[config.mk]
export PLATFORM = sky130hd
export DESIGN_NAME = pad_debounce_top
export DESIGN_NICKNAME = d
export VERILOG_FILES = /design/src/rtl/pdb_pkg.sv /design/src/rtl/pdb_sync.sv /design/src/rtl/pdb_prescale.sv /design/src/rtl/pdb_glitch.sv /design/src/rtl/pdb_window.sv /design/src/rtl/pad_debounce_top.sv
export SDC_FILE = /design/constraint.sdc
export NUM_CORES = 1
export LEC_CHECK = 0
export BUFFER_PORTS_ARGS = -buffer_cell sky130_fd_sc_hd__buf_2
export CORE_AREA = 8 8 76 78
export DETAILED_ROUTE_END_ITERATION = 16
export DIE_AREA = 0 0 84 86
export PLACE_DENSITY_LB_ADDON = 0.15
export SLEW_MARGIN = 20
export SYNTH_ARGS = -nofsm -noshare
export SYNTH_HDL_FRONTEND = slang
export SYNTH_HIERARCHICAL = 1
export SYNTH_SLANG_ARGS = --single-unit
[constraint.sdc]
create_clock -name clk -period 2.6 [get_ports clk]
set_input_delay 0.39 -clock clk [delete_from_list [all_inputs] [get_ports clk]]
set_output_delay 0.39 -clock clk [all_outputs]
set_load 0.02 [all_outputs]
[src/rtl/pdb_pkg.sv]
package pdb_pkg;

  localparam int unsigned BASE_TICK_HZ = 32_000;
  localparam int unsigned EXP_W        = 4;
  localparam int unsigned EXP_MIN      = 3;
  localparam int unsigned EXP_MAX      = (1 << EXP_W) - 1;
  localparam int unsigned WIN_CNT_W    = EXP_MAX + 1;

  typedef struct packed {
    logic [EXP_W-1:0] expo;
    logic             en;
  } dbc_cfg_t;

  function automatic logic cfg_active(input dbc_cfg_t c);
    return c.en && (c.expo >= EXP_W'(EXP_MIN));
  endfunction

endpackage

[src/rtl/pdb_sync.sv]
module pdb_sync #(
  parameter int unsigned STAGES = 2
) (
  input  logic clk,
  input  logic rst,
  input  logic d,
  output logic q
);
  logic [STAGES-1:0] chain;

  generate
    if (STAGES == 1) begin : g_one
      always_ff @(posedge clk) begin
        if (rst) chain <= '0;
        else     chain <= d;
      end
    end else begin : g_many
      always_ff @(posedge clk) begin
        if (rst) chain <= '0;
        else     chain <= {chain[STAGES-2:0], d};
      end
    end
  endgenerate

  assign q = chain[STAGES-1];
endmodule

[src/rtl/pdb_prescale.sv]
module pdb_prescale #(
  parameter int unsigned DIV = 1000
) (
  input  logic clk,
  input  logic rst,
  input  logic restart,
  output logic tick
);
  localparam int unsigned W = (DIV > 1) ? $clog2(DIV) : 1;
  localparam logic [W-1:0] LAST = W'(DIV - 1);

  logic [W-1:0] pcnt;

  always_ff @(posedge clk) begin
    if (rst || restart)  pcnt <= '0;
    else if (pcnt == LAST) pcnt <= '0;
    else                 pcnt <= pcnt + W'(1);
  end

  assign tick = (pcnt == LAST);

  // the divider never leaves its range
  p_range_r10: assert property (@(posedge clk) disable iff (rst)
    pcnt <= LAST);
endmodule

[src/rtl/pdb_glitch.sv]
module pdb_glitch #(
  parameter int unsigned TICKS = 2
) (
  input  logic clk,
  input  logic rst,
  input  logic load,
  input  logic active,
  input  logic tick,
  input  logic d,
  output logic q
);
  localparam int unsigned W = (TICKS > 1) ? $clog2(TICKS + 1) : 1;
  localparam logic [W-1:0] LAST = W'(TICKS - 1);

  logic [W-1:0] gcnt;

  always_ff @(posedge clk) begin
    if (rst) begin
      q    <= 1'b0;
      gcnt <= '0;
    end else if (load || !active) begin
      q    <= d;
      gcnt <= '0;
    end else if (d == q) begin
      gcnt <= '0;
    end else if (tick) begin
      if (gcnt == LAST) begin
        q    <= d;
        gcnt <= '0;
      end else begin
        gcnt <= gcnt + W'(1);
      end
    end
  end

  // while filtering, the filtered level only moves on a tick
  p_move_on_tick_r7: assert property (@(posedge clk) disable iff (rst)
    (!$past(rst) && $past(active) && !$past(load) && q != $past(q))
      |-> $past(tick));
endmodule

[src/rtl/pdb_window.sv]
module pdb_window
  import pdb_pkg::*;
(
  input  logic             clk,
  input  logic             rst,
  input  logic             load,
  input  logic             en,
  input  logic [EXP_W-1:0] expo,
  input  logic             tick,
  input  logic             d,
  input  logic             s,
  output logic             out,
  output logic             chg
);
  logic [WIN_CNT_W-1:0] wcnt;
  logic [WIN_CNT_W-1:0] limit_m1;

  assign limit_m1 = (WIN_CNT_W'(1) << expo) - WIN_CNT_W'(1);

  always_ff @(posedge clk) begin
    if (rst) begin
      out  <= 1'b0;
      chg  <= 1'b0;
      wcnt <= '0;
    end else begin
      chg <= 1'b0;
      if (load || !en) begin
        out  <= s;
        chg  <= (s != out);
        wcnt <= '0;
      end else if (d == out) begin
        wcnt <= '0;
      end else if (tick) begin
        if (wcnt == limit_m1) begin
          out  <= d;
          chg  <= 1'b1;
          wcnt <= '0;
        end else begin
          wcnt <= wcnt + WIN_CNT_W'(1);
        end
      end
    end
  end

  // without an active window the output tracks the synchronized level
  p_bypass_r2: assert property (@(posedge clk) disable iff (rst)
    (!$past(rst) && !$past(en)) |-> out == $past(s));

  // strobe marks exactly the cycles where the output differs from before
  p_strobe_r9: assert property (@(posedge clk) disable iff (rst)
    !$past(rst) |-> chg == (out != $past(out)));

  // an enabled output change happens on a tick, toward the filtered level
  p_settle_r4: assert property (@(posedge clk) disable iff (rst)
    (!$past(rst) && $past(en) && !$past(load) && out != $past(out))
      |-> ($past(tick) && $past(d) == out));

  // the tick counter never passes the window length
  p_no_overflow_r4: assert property (@(posedge clk) disable iff (rst)
    (!$past(rst) && !$past(load)) |-> wcnt <= limit_m1);
endmodule

[src/rtl/pad_debounce_top.sv]
module pad_debounce_top
  import pdb_pkg::*;
#(
  parameter int unsigned CLK_HZ       = 32_000_000,
  parameter int unsigned TICK_CYCLES  = CLK_HZ / BASE_TICK_HZ,
  parameter int unsigned SYNC_STAGES  = 2,
  parameter int unsigned GLITCH_TICKS = 2
) (
  input  logic           clk,
  input  logic           rst,
  input  logic           pad_in,
  input  logic           cfg_load,
  input  logic [EXP_W:0] cfg_word,
  input  logic           glitch_sel,
  output logic           pad_out,
  output logic           pad_chg
);
  dbc_cfg_t cfg_q;
  logic     glt_q;
  logic     dbc_on;
  logic     glt_on;
  logic     s_lvl;
  logic     g_lvl;
  logic     f_lvl;
  logic     tick;

  always_ff @(posedge clk) begin
    if (rst) begin
      cfg_q <= '0;
      glt_q <= 1'b0;
    end else if (cfg_load) begin
      cfg_q <= dbc_cfg_t'(cfg_word);
      glt_q <= glitch_sel;
    end
  end

  assign dbc_on = cfg_active(cfg_q);
  assign glt_on = dbc_on && glt_q;

  pdb_sync #(.STAGES(SYNC_STAGES)) u_sync (
    .clk (clk),
    .rst (rst),
    .d   (pad_in),
    .q   (s_lvl)
  );

  pdb_prescale #(.DIV(TICK_CYCLES)) u_tick (
    .clk     (clk),
    .rst     (rst),
    .restart (cfg_load),
    .tick    (tick)
  );

  pdb_glitch #(.TICKS(GLITCH_TICKS)) u_glitch (
    .clk    (clk),
    .rst    (rst),
    .load   (cfg_load),
    .active (glt_on),
    .tick   (tick),
    .d      (s_lvl),
    .q      (g_lvl)
  );

  assign f_lvl = glt_on ? g_lvl : s_lvl;

  pdb_window u_win (
    .clk  (clk),
    .rst  (rst),
    .load (cfg_load),
    .en   (dbc_on),
    .expo (cfg_q.expo),
    .tick (tick),
    .d    (f_lvl),
    .s    (s_lvl),
    .out  (pad_out),
    .chg  (pad_chg)
  );

  // a load snaps the output to the synchronized level
  p_load_snap_r8: assert property (@(posedge clk) disable iff (rst)
    (!$past(rst) && $past(cfg_load)) |-> pad_out == $past(s_lvl));

  // reset leaves the output low and quiet
  p_reset_r1: assert property (@(posedge clk)
    $past(rst) |-> (!pad_out && !pad_chg));
endmodule

==> flow_summary.ini, run 1 <==
[drt]
via_per_inst = 5.53
routedWlPerCell_um = 13.7
drc = 0
drt_iter0_markers = 110
ant_nets = 0
vias = 1904
wl_mm = 4.71
firstDrtPassIters = 4

[die]
die_w_um = 84
core-area_um2 = 4600
initial_core_util = 0.529
pin_count = 12
dieArea_um2 = 7220
core.rowCount = 25
dieHeight_um = 86

[global_routing]
antenna_found_initial = 0
grt_first_pass_wirelength_mm = 8.15
gr-usage-all-layers = 0.134
grt_max_degree = 21
grt_pass1_vias = 1826
overflow = 0

[layout]
fin_nets = 302
finalInstanceArea_um2 = 2690
drive_gt1_frac = 0.217
area_delta_synth_final_pct = 10.6
diodes = 0

[synth]
synth_largest_area_cell = dfxtp_1
ys_types = 68
synth_edf_count = 0
synth_fp_nets = 288
synth_area_per_cell_um2 = 8.84
yosysTopAreaCellShare = 0.321
synth_cells = 275
synthTopCellsByArea = dfxtp_1 32%, xnor2_1 5.8%, nor3_2 4.1%
ys_warn_count = 6
synth_flop_cell = dfxtp_1
yosysSeqAreaShare = 0.321
syn_area_um2 = 2430
ys_async_sr_fraction = 0
synth-seq-cells = 39

[worst_hold_path]
whs_endpoint = u_sync/chain[0]
hold_class = input pin to flop
hold_start = pad_in
whs_path_depth = 2

[worst_setup_path]
crit_path_max_incr_delay_ps = 490
crit_chain = nor3_4, nand2b_1, ha_4, or4_4, a21boi_2, o211ai_4, o41a_1, o31a_1
crit_path_start_kind = flop
crit_required_ps = 2780
critPathCaptureType = flop
r2r_start = cfg_q[3]
r2r_slack_ps = 120
crit_type = flop to flop
reg2regPathDepth = 8
crit_fanout = 9
worstReg2RegEnd = u_win/out
crit_path_top_delay_cell = or4_4
crit_arrival_ps = 2660

[placed_design]
placed_area_um2 = 2570
routabilityCongestion = 0.860
dp_hpwl_mm = 3.47
io_buffer_count = 11

[clocking]
cts_root_buffer = clkbuf_8
post_cts_resized = 0
numCtsBuffers = 5
cts.sinks = 39
cts_tree = built
holdBufCountCts = 0
cts_max_level = 2
insertion_delay_ps = 290
clk_path_buf_depth = 2
cts_setup_buffers = 0
path_clk_slew_ps = 80

[power_and_ir_drop]
p_leak_nw = 0.900
max-vdd-ir-drop_mv = 0.285
power.density_nw_per_um2 = 462

[timing]
finalSetupViolCount = 0
fmax_mhz = 404
period_minus_slack_ps = 2480
finalCritPeriodShare = 0.952
slew_headroom = 0.569
hold_ws_ps = 312
grt_setup_unrepaired = true
timing.final.max_slew_violations = 0
skew_ps = 7.37
worstMarginPinSlew_ps = 646
hold_viol_final = 0

[status]
outcome = finished clean

[run]
max_cap_violations = 0
power breakdown:
part	internal [mW]	switching [mW]	total, mW
sequential	0.607	0.00901	0.616
combinational	0.0782	0.0965	0.175
clock	0.241	0.210	0.451
total	0.926	0.316	1.24
registers in the layout (all words and copies together) (netlist names):
name / count
cfg_q: 5
glt_q: 1
u_glitch/gcnt: 2
u_glitch/q: 1
u_sync/chain: 2
u_tick/pcnt: 10
u_win/chg: 1
u_win/out: 1
u_win/wcnt: 16
Yosys cell counts, drive strengths merged, types with 6 or more instances:
cell type  count
xor2           9
buf            8
xnor2         16
nor2          24
mux2i          8
dfxtp         39
nand2         24
or3            6
a21oi         10
inv           10
nor3          21
nand3         14
clkbuf         6
layout make-up:
type / count / area [um^2]
flip-flops and latches: 39 / 781
clock buffers: 7 / 96.3
fillers: 412 / 1910
well taps: 54 / 67.6
inverters: 10 / 37.5
clock inverters: 1 / 7.51
multi-input cells: 212 / 1560
repair buffers: 21 / 143
critical path, delay by kind of cell (launching register included):
kind | cells | cell delay, ps
AOI/OAI and AO/OA | 4 | 960
and+or+nand+nor | 3 | 850
DFF | 1 | 340
adders and majority gates | 1 | 230
cell families (layout without fill, tap and decap cells):
group | Yosys count | count (layout) | synth area share
DFF | 39 | 39 | 0.321
muxes | 9 | 9 | 0.0391
and+or+nand+nor | 135 | 135 | 0.343
adders and majority gates | 3 | 3 | 0.0154
AOI/OAI and AO/OA | 40 | 40 | 0.142
buffers and inverters | 24 | 39 | 0.0499
xor gates and xnor gates | 25 | 25 | 0.0900
how the worst max path moves through the flow:
stage	from	end	slack [ps]	cells after the start
2_1_floorplan	cfg_q[3]	u_win/out	20	10
3_3_place_gp	cfg_q[3]	u_win/out	170	8
3_5_place_dp	cfg_q[3]	u_win/out	130	8
4_1_cts	cfg_q[3]	u_win/out	120	8
5_1_grt	cfg_q[3]	u_win/out	-20	8
6_report	cfg_q[3]	u_win/out	120	8
stage by stage:
step / cells / power (mW) / setup TNS (ps) / util / setup WS, ps
finish: 344 / 1.24 / 0 / 0.585 / 124
global route: 344 / 1.30 / -17.9 / 0.585 / -17.9
CTS: 344 / 1.25 / 0 / 0.582 / 119
detailed placement: 336 / 0.800 / 0 / 0.559 / 132
global placement: 336 / 0.797 / 0 / 0.559 / 172
floorplan: 275 / 0.769 / 0 / - / 18.4
metal layers:
layer | wire length, um | GRT usage | up-vias
met1 | 2390 | 0.162 | 879
met3 | 83 | 0.0313 | 7
met5 | 0 | 0 | -
met4 | 59 | 0.0424 | 0
met2 | 2170 | 0.228 | 11
li1 | - | - | 1007
layout by cell type (no fill, tap or decap), types with 7 or more instances in the layout:
cell and n:
xor2_1 9, nor2_1 24, inv_1 9, buf_4 9, nor3_1 9, nand2_1 24
nand3_1 13, dfxtp_1 39, a21oi_1 9, mux2i_1 8, clkbuf_8 7, xnor2_1 16
buf_2 11, nor3_2 11
(Power assumes the default switching activity.)
==> run 2: changes to the inputs <==
--- a/config.mk
+++ b/config.mk
@@ -5,11 +5,12 @@
 export SDC_FILE = /design/constraint.sdc
 export NUM_CORES = 1
 export LEC_CHECK = 0
+export ABC_AREA = 1
 export BUFFER_PORTS_ARGS = -buffer_cell sky130_fd_sc_hd__buf_2
-export CORE_AREA = 8 8 76 78
+export CORE_AREA = 8 8 75 77
 export DETAILED_ROUTE_END_ITERATION = 16
-export DIE_AREA = 0 0 84 86
-export PLACE_DENSITY_LB_ADDON = 0.15
+export DIE_AREA = 0 0 83 85
+export PLACE_DENSITY = 0.86
 export SLEW_MARGIN = 20
 export SYNTH_ARGS = -nofsm -noshare
 export SYNTH_HDL_FRONTEND = slang
==> flow_summary.ini, run 2 <==
[drt]
ant_nets = 0
drt_iter0_markers = 154
wl_mm = 4.82
firstDrtPassIters = 4
routedWlPerCell_um = 11.0
drc = 0
via_per_inst = 5.11
vias = 2248

[worst_hold_path]
whs_path_depth = 3
hold_class = input pin to flop
whs_endpoint = u_sync/chain[0]
hold_start = pad_in

[synth]
synth_fp_nets = 382
synthAdderAreaFrac = 0.0158
synth_flop_cell = dfxtp_1
ys_async_sr_fraction = 0
synth_top_family_by_area = simple AND/OR/NAND/NOR gates
ys_types = 31
synthSimpleGateAreaFrac = 0.434
synth_edf_count = 0
ys_warn_count = 6
synth-xor-area-share = 0.0591
synth_cells = 369
synth_area_per_cell_um2 = 6.42
syn_area_um2 = 2370
synthTopCellsByCount = 118 x nand2_1, 51 x inv_1, 43 x nor2_1
yosysTopAreaCellShare = 0.329
synthMuxAreaShare = 0
synth.most_common_cell = nand2_1
synth_compound_area_frac = 0.0591
yosysSeqAreaShare = 0.329
synth-seq-cells = 39
synthTopCellsByArea = dfxtp_1 33%, nand2_1 19%, inv_1 8.1%
synth_largest_area_cell = dfxtp_1

[worst_setup_path]
critPathCaptureType = flop
crit_path_max_incr_delay_ps = 420
r2r_start = cfg_q[2]
reg2regPathDepth = 14
r2r_slack_ps = 290
crit_top_cell = nand2_1
crit_arrival_ps = 2480
crit_chain = nor2_1, nand2_1, ha_1, inv_1, nand2_1, nand3_1, nor2_1, nand2_1, nor2_1, nand2_1, nor2_2, nand3_4, nand2_4, nor3_1
crit_path_start_kind = flop
crit_type = flop to flop
crit_path_top_delay_cell = dfxtp_1
worstReg2RegEnd = u_win/wcnt[2]
crit_required_ps = 2770
crit_fanout = 14

[clocking]
path_clk_slew_ps = 70
post_cts_resized = 0
cts_root_buffer = clkbuf_8
clk_path_buf_depth = 2
numCtsBuffers = 5
cts_tree = built
cts_setup_buffers = 0
insertion_delay_ps = 280
cts.sinks = 39
cts_max_level = 2
holdBufCountCts = 0

[die]
initial_core_util = 0.522
dieHeight_um = 85
pin_count = 12
die_w_um = 83
core-area_um2 = 4540
dieArea_um2 = 7060
core.rowCount = 25

[layout]
regMostFlops = u_win/wcnt
diodes = 0
post-route-util = 0.565
area_delta_synth_final_pct = 8.13
fin_nets = 398
largest_reg_flops = 16
top_regs = u_win/wcnt x16, u_tick/pcnt x10, cfg_q x5
mostFrequentLayoutCells = 118 x nand2_1, 51 x inv_1, 43 x nor2_1
drive_gt1_frac = 0.140
mostFrequentLayoutCell = nand2_1

[timing]
skew_ps = 6.07
period_minus_slack_ps = 2310
worstMarginPinSlew_ps = 476
timing.final.max_slew_violations = 0
grt_setup_unrepaired = false
slew_headroom = 0.680
finalCritPeriodShare = 0.889
fin_setup_tns_ps = 0
hold_viol_final = 0
finalSetupViolCount = 0
hold_ws_ps = 305
fin_ws_ps = 290
fmax_mhz = 433

[run]
max_cap_violations = 0

[global_routing]
grt_pass1_vias = 2092
antenna_found_initial = 0
grt_max_degree = 15
grt_first_pass_wirelength_mm = 8.60
overflow = 0
gr-usage-all-layers = 0.141

[power_and_ir_drop]
max-vdd-ir-drop_mv = 0.468
p_leak_nw = 1.04
power.density_nw_per_um2 = 445

[placed_design]
routabilityCongestion = 0.960
dp_hpwl_mm = 3.88
pre_cts_ws_ps = 205
io_buffer_count = 11

[status]
outcome = finished clean
==> run 2: area by class of cell <==
class	count	area [um^2]
Clock buffer	6	72.6
Clock inverter	2	12.5
Fill cell	421	1970
Inverter	56	210
Multi-Input combinational cell	270	1350
Sequential cell	39	783
Tap cell	54	67.6
Timing Repair Buffer	13	70.1
==> run 2: power breakdown <==
group / internal, mW / total [mW] / switching [mW]
Clock: 0.187 / 0.387 / 0.199
Combinational: 0.0473 / 0.132 / 0.0848
Sequential: 0.607 / 0.620 / 0.0132
==> run 2: worst max-delay path by stage <==
stage          slack, ps            from  depth (start not counted)             end
6_report             290        cfg_q[2]                         14   u_win/wcnt[2]
3_3_place_gp         360        cfg_q[4]                         16  u_win/wcnt[13]
2_1_floorplan        420  u_tick/pcnt[0]                         13  u_win/wcnt[13]
5_1_grt               60        cfg_q[4]                         16   u_win/wcnt[2]
4_1_cts              180        cfg_q[4]                         16  u_win/wcnt[12]
3_5_place_dp         210        cfg_q[4]                         16   u_win/wcnt[2]
==> run 2: per-stage QoR <==
stage | area [um^2] | cells | total power, mW
2_1_floorplan | 2370 | 369 | 0.731
3_5_place_dp | 2470 | 432 | 0.765
3_3_place_gp | 2470 | 432 | 0.761
4_1_cts | 2560 | 440 | 1.15
6_report | 2560 | 440 | 1.14
5_1_grt | 2560 | 440 | 1.20
==> run 2: per-layer routing <==
| layer | share of wire | vias up | global-route usage | wire, um |
|---|---|---|---|---|
| li1 | - | 1177 | - | - |
| met1 | 0.45 | 999 | 0.151 | 2150 |
| met2 | 0.48 | 54 | 0.254 | 2340 |
| met3 | 0.040 | 18 | 0.0354 | 192 |
| met4 | 0.030 | 0 | 0.0623 | 144 |
| met5 | 0 | - | 0 | 0 |
==> run 2: logic make-up after synthesis <==
logic type               after synthesis
AO/OA/AOI/OAI                         24
XOR/XNOR                              16
adder cells (fa/ha/maj)                3
buffers and inverters                 60
flip-flops                            39
AND/OR/NAND/NOR                      227
==> run 2: worst max-delay path, delay by kind of cell, from the launching register on <==
family,cells,cell delay (ps)
fa+ha+maj,1,310
buf+inv,1,40
flops,1,420
simple gates,12,1440
==> run 3: changes to the inputs <==
--- a/config.mk
+++ b/config.mk
@@ -7,9 +7,11 @@
 export LEC_CHECK = 0
 export ABC_AREA = 1
 export BUFFER_PORTS_ARGS = -buffer_cell sky130_fd_sc_hd__buf_2
-export CORE_AREA = 8 8 75 77
+export CELL_PAD_IN_SITES_DETAIL_PLACEMENT = 1
+export CELL_PAD_IN_SITES_GLOBAL_PLACEMENT = 1
+export CORE_AREA = 8 8 87 89
 export DETAILED_ROUTE_END_ITERATION = 16
-export DIE_AREA = 0 0 83 85
+export DIE_AREA = 0 0 95 97
 export PLACE_DENSITY = 0.86
 export SLEW_MARGIN = 20
 export SYNTH_ARGS = -nofsm -noshare
==> flow_summary.ini, run 3 (synthesis gave the netlist of run 2 again) <==
[power_and_ir_drop]
total_power_mw = 1.17
power.density_nw_per_um2 = 450
p_leak_nw = 1.04
max-vdd-ir-drop_mv = 0.341

[worst_setup_path]
crit_required_ps = 2780
r2r_slack_ps = 260
crit_fanout = 14
crit_type = flop to flop
critPathCaptureType = flop
crit_arrival_ps = 2520
crit_path_start_kind = flop

[layout]
area_delta_synth_final_pct = 9.35
diodes = 0
fin_nets = 398
mostFrequentLayoutCell = nand2_1
regMostFlops = u_win/wcnt
post-route-util = 0.418
fillers = 845
mostFrequentLayoutCells = 118 x nand2_1, 51 x inv_1, 43 x nor2_1
drive_gt1_frac = 0.140
top_regs = u_win/wcnt x16, u_tick/pcnt x10, cfg_q x5
largest_reg_flops = 16

[global_routing]
gr-usage-all-layers = 0.144
antenna_found_initial = 0
grt_pass1_vias = 2421
grt_first_pass_wirelength_mm = 10.7
grt_max_degree = 15
overflow = 0

[drt]
firstDrtPassIters = 4
wl_mm = 6.22
ant_nets = 0
via_per_inst = 4.95
vias = 2292
routedWlPerCell_um = 13.4
drt_iter0_markers = 92
drc = 0

[timing]
fin_setup_tns_ps = 0
skew_ps = 9.80
period_minus_slack_ps = 2340
finalCritPeriodShare = 0.900
worstMarginPinSlew_ps = 505
grt_setup_unrepaired = false
finalSetupViolCount = 0
slew_headroom = 0.660
timing.final.max_slew_violations = 0
fmax_mhz = 427
hold_viol_final = 0

[clocking]
numCtsBuffers = 5
cts_root_buffer = clkbuf_8
cts_tree = built
clk_path_buf_depth = 2
insertion_delay_ps = 300
path_clk_slew_ps = 80
cts_setup_buffers = 0
cts_max_level = 2
cts.sinks = 39

[status]
outcome = finished clean

[placed_design]
routabilityCongestion = 0.909
dp_hpwl_mm = 4.94
io_buffer_count = 11

[die]
dieHeight_um = 97
dieArea_um2 = 9220
core.rowCount = 29
die_w_um = 95
initial_core_util = 0.382
pin_count = 12
core-area_um2 = 6200

[run]
max_cap_violations = 0

[worst_hold_path]
hold_class = input pin to flop
-- run 3: cell counts in the layout (fill, tap and decap cells not counted) --
Identical to the previous run, type by type.
-- run 3: where the power goes --
part	internal [mW]	leakage (nW)	switching [mW]
Clock	0.188	0.0412	0.220
Combinational	0.0477	0.681	0.0908
Sequential	0.607	0.317	0.0136
-- run 3: layer usage --
layer / part of all wire / up-vias / track usage
li1: - / 1168 / -
met5: 0 / - / 0
met2: 0.52 / 31 / 0.268
met4: 0.016 / 0 / 0.0457
met1: 0.43 / 1083 / 0.154
met3: 0.031 / 10 / 0.0301
-- run 3: worst max-delay path: stages, from the launching register on --
cell	delay [ps]
dfxtp_1	430
nor2_1	300
nand2_1	120
ha_1	330
nand2_1	80
nand3_1	70
nor2_1	100
nand2_1	50
nor2_1	100
nand2_1	70
nor2_2	180
nand3_4	130
nand2_4	200
a21oi_1	70
-- run 3: worst paths after layout --
path / startpoint / endpoint / cells after the start
max: cfg_q[2] / u_win/wcnt[0] / 13
min: pad_in / u_sync/chain[0] / 3
max reg2reg: cfg_q[2] / u_win/wcnt[0] / 13
min reg2reg: u_sync/chain[0] / u_sync/chain[1] / 2
-- run 3: area by class of cell --
| class | count | area (um^2) | area share |
|---|---|---|---|
| Clock inverter | 2 | 12.5 | 0.00483 |
| Clock buffer | 6 | 72.6 | 0.0280 |
| Timing Repair Buffer | 13 | 70.1 | 0.0270 |
| Sequential cell | 39 | 783 | 0.302 |
| Multi-Input combinational cell | 270 | 1350 | 0.520 |
| Tap cell | 77 | 96.3 | 0.0372 |
| Inverter | 56 | 210 | 0.0811 |
-- run 3: stage by stage --
| step | cells | setup WS, ps | instance area [um^2] | hold WS [ps] |
|---|---|---|---|---|
| 4_1_cts | 463 | 143 | 2590 | 297 |
| 5_1_grt | 463 | 29.5 | 2590 | 301 |
| 6_report | 463 | 259 | 2590 | 303 |
| 3_3_place_gp | 455 | 319 | 2500 | 403 |
| 3_5_place_dp | 455 | 157 | 2500 | 410 |
| 2_1_floorplan | 369 | 424 | 2370 | 388 |
-- run 3: repair_timing --
action | 4_1_cts | 5_1_grt
hold buffers | 0 | 0
endpoints found under the setup margin | 0 | 14
resized for setup | 0 | 2
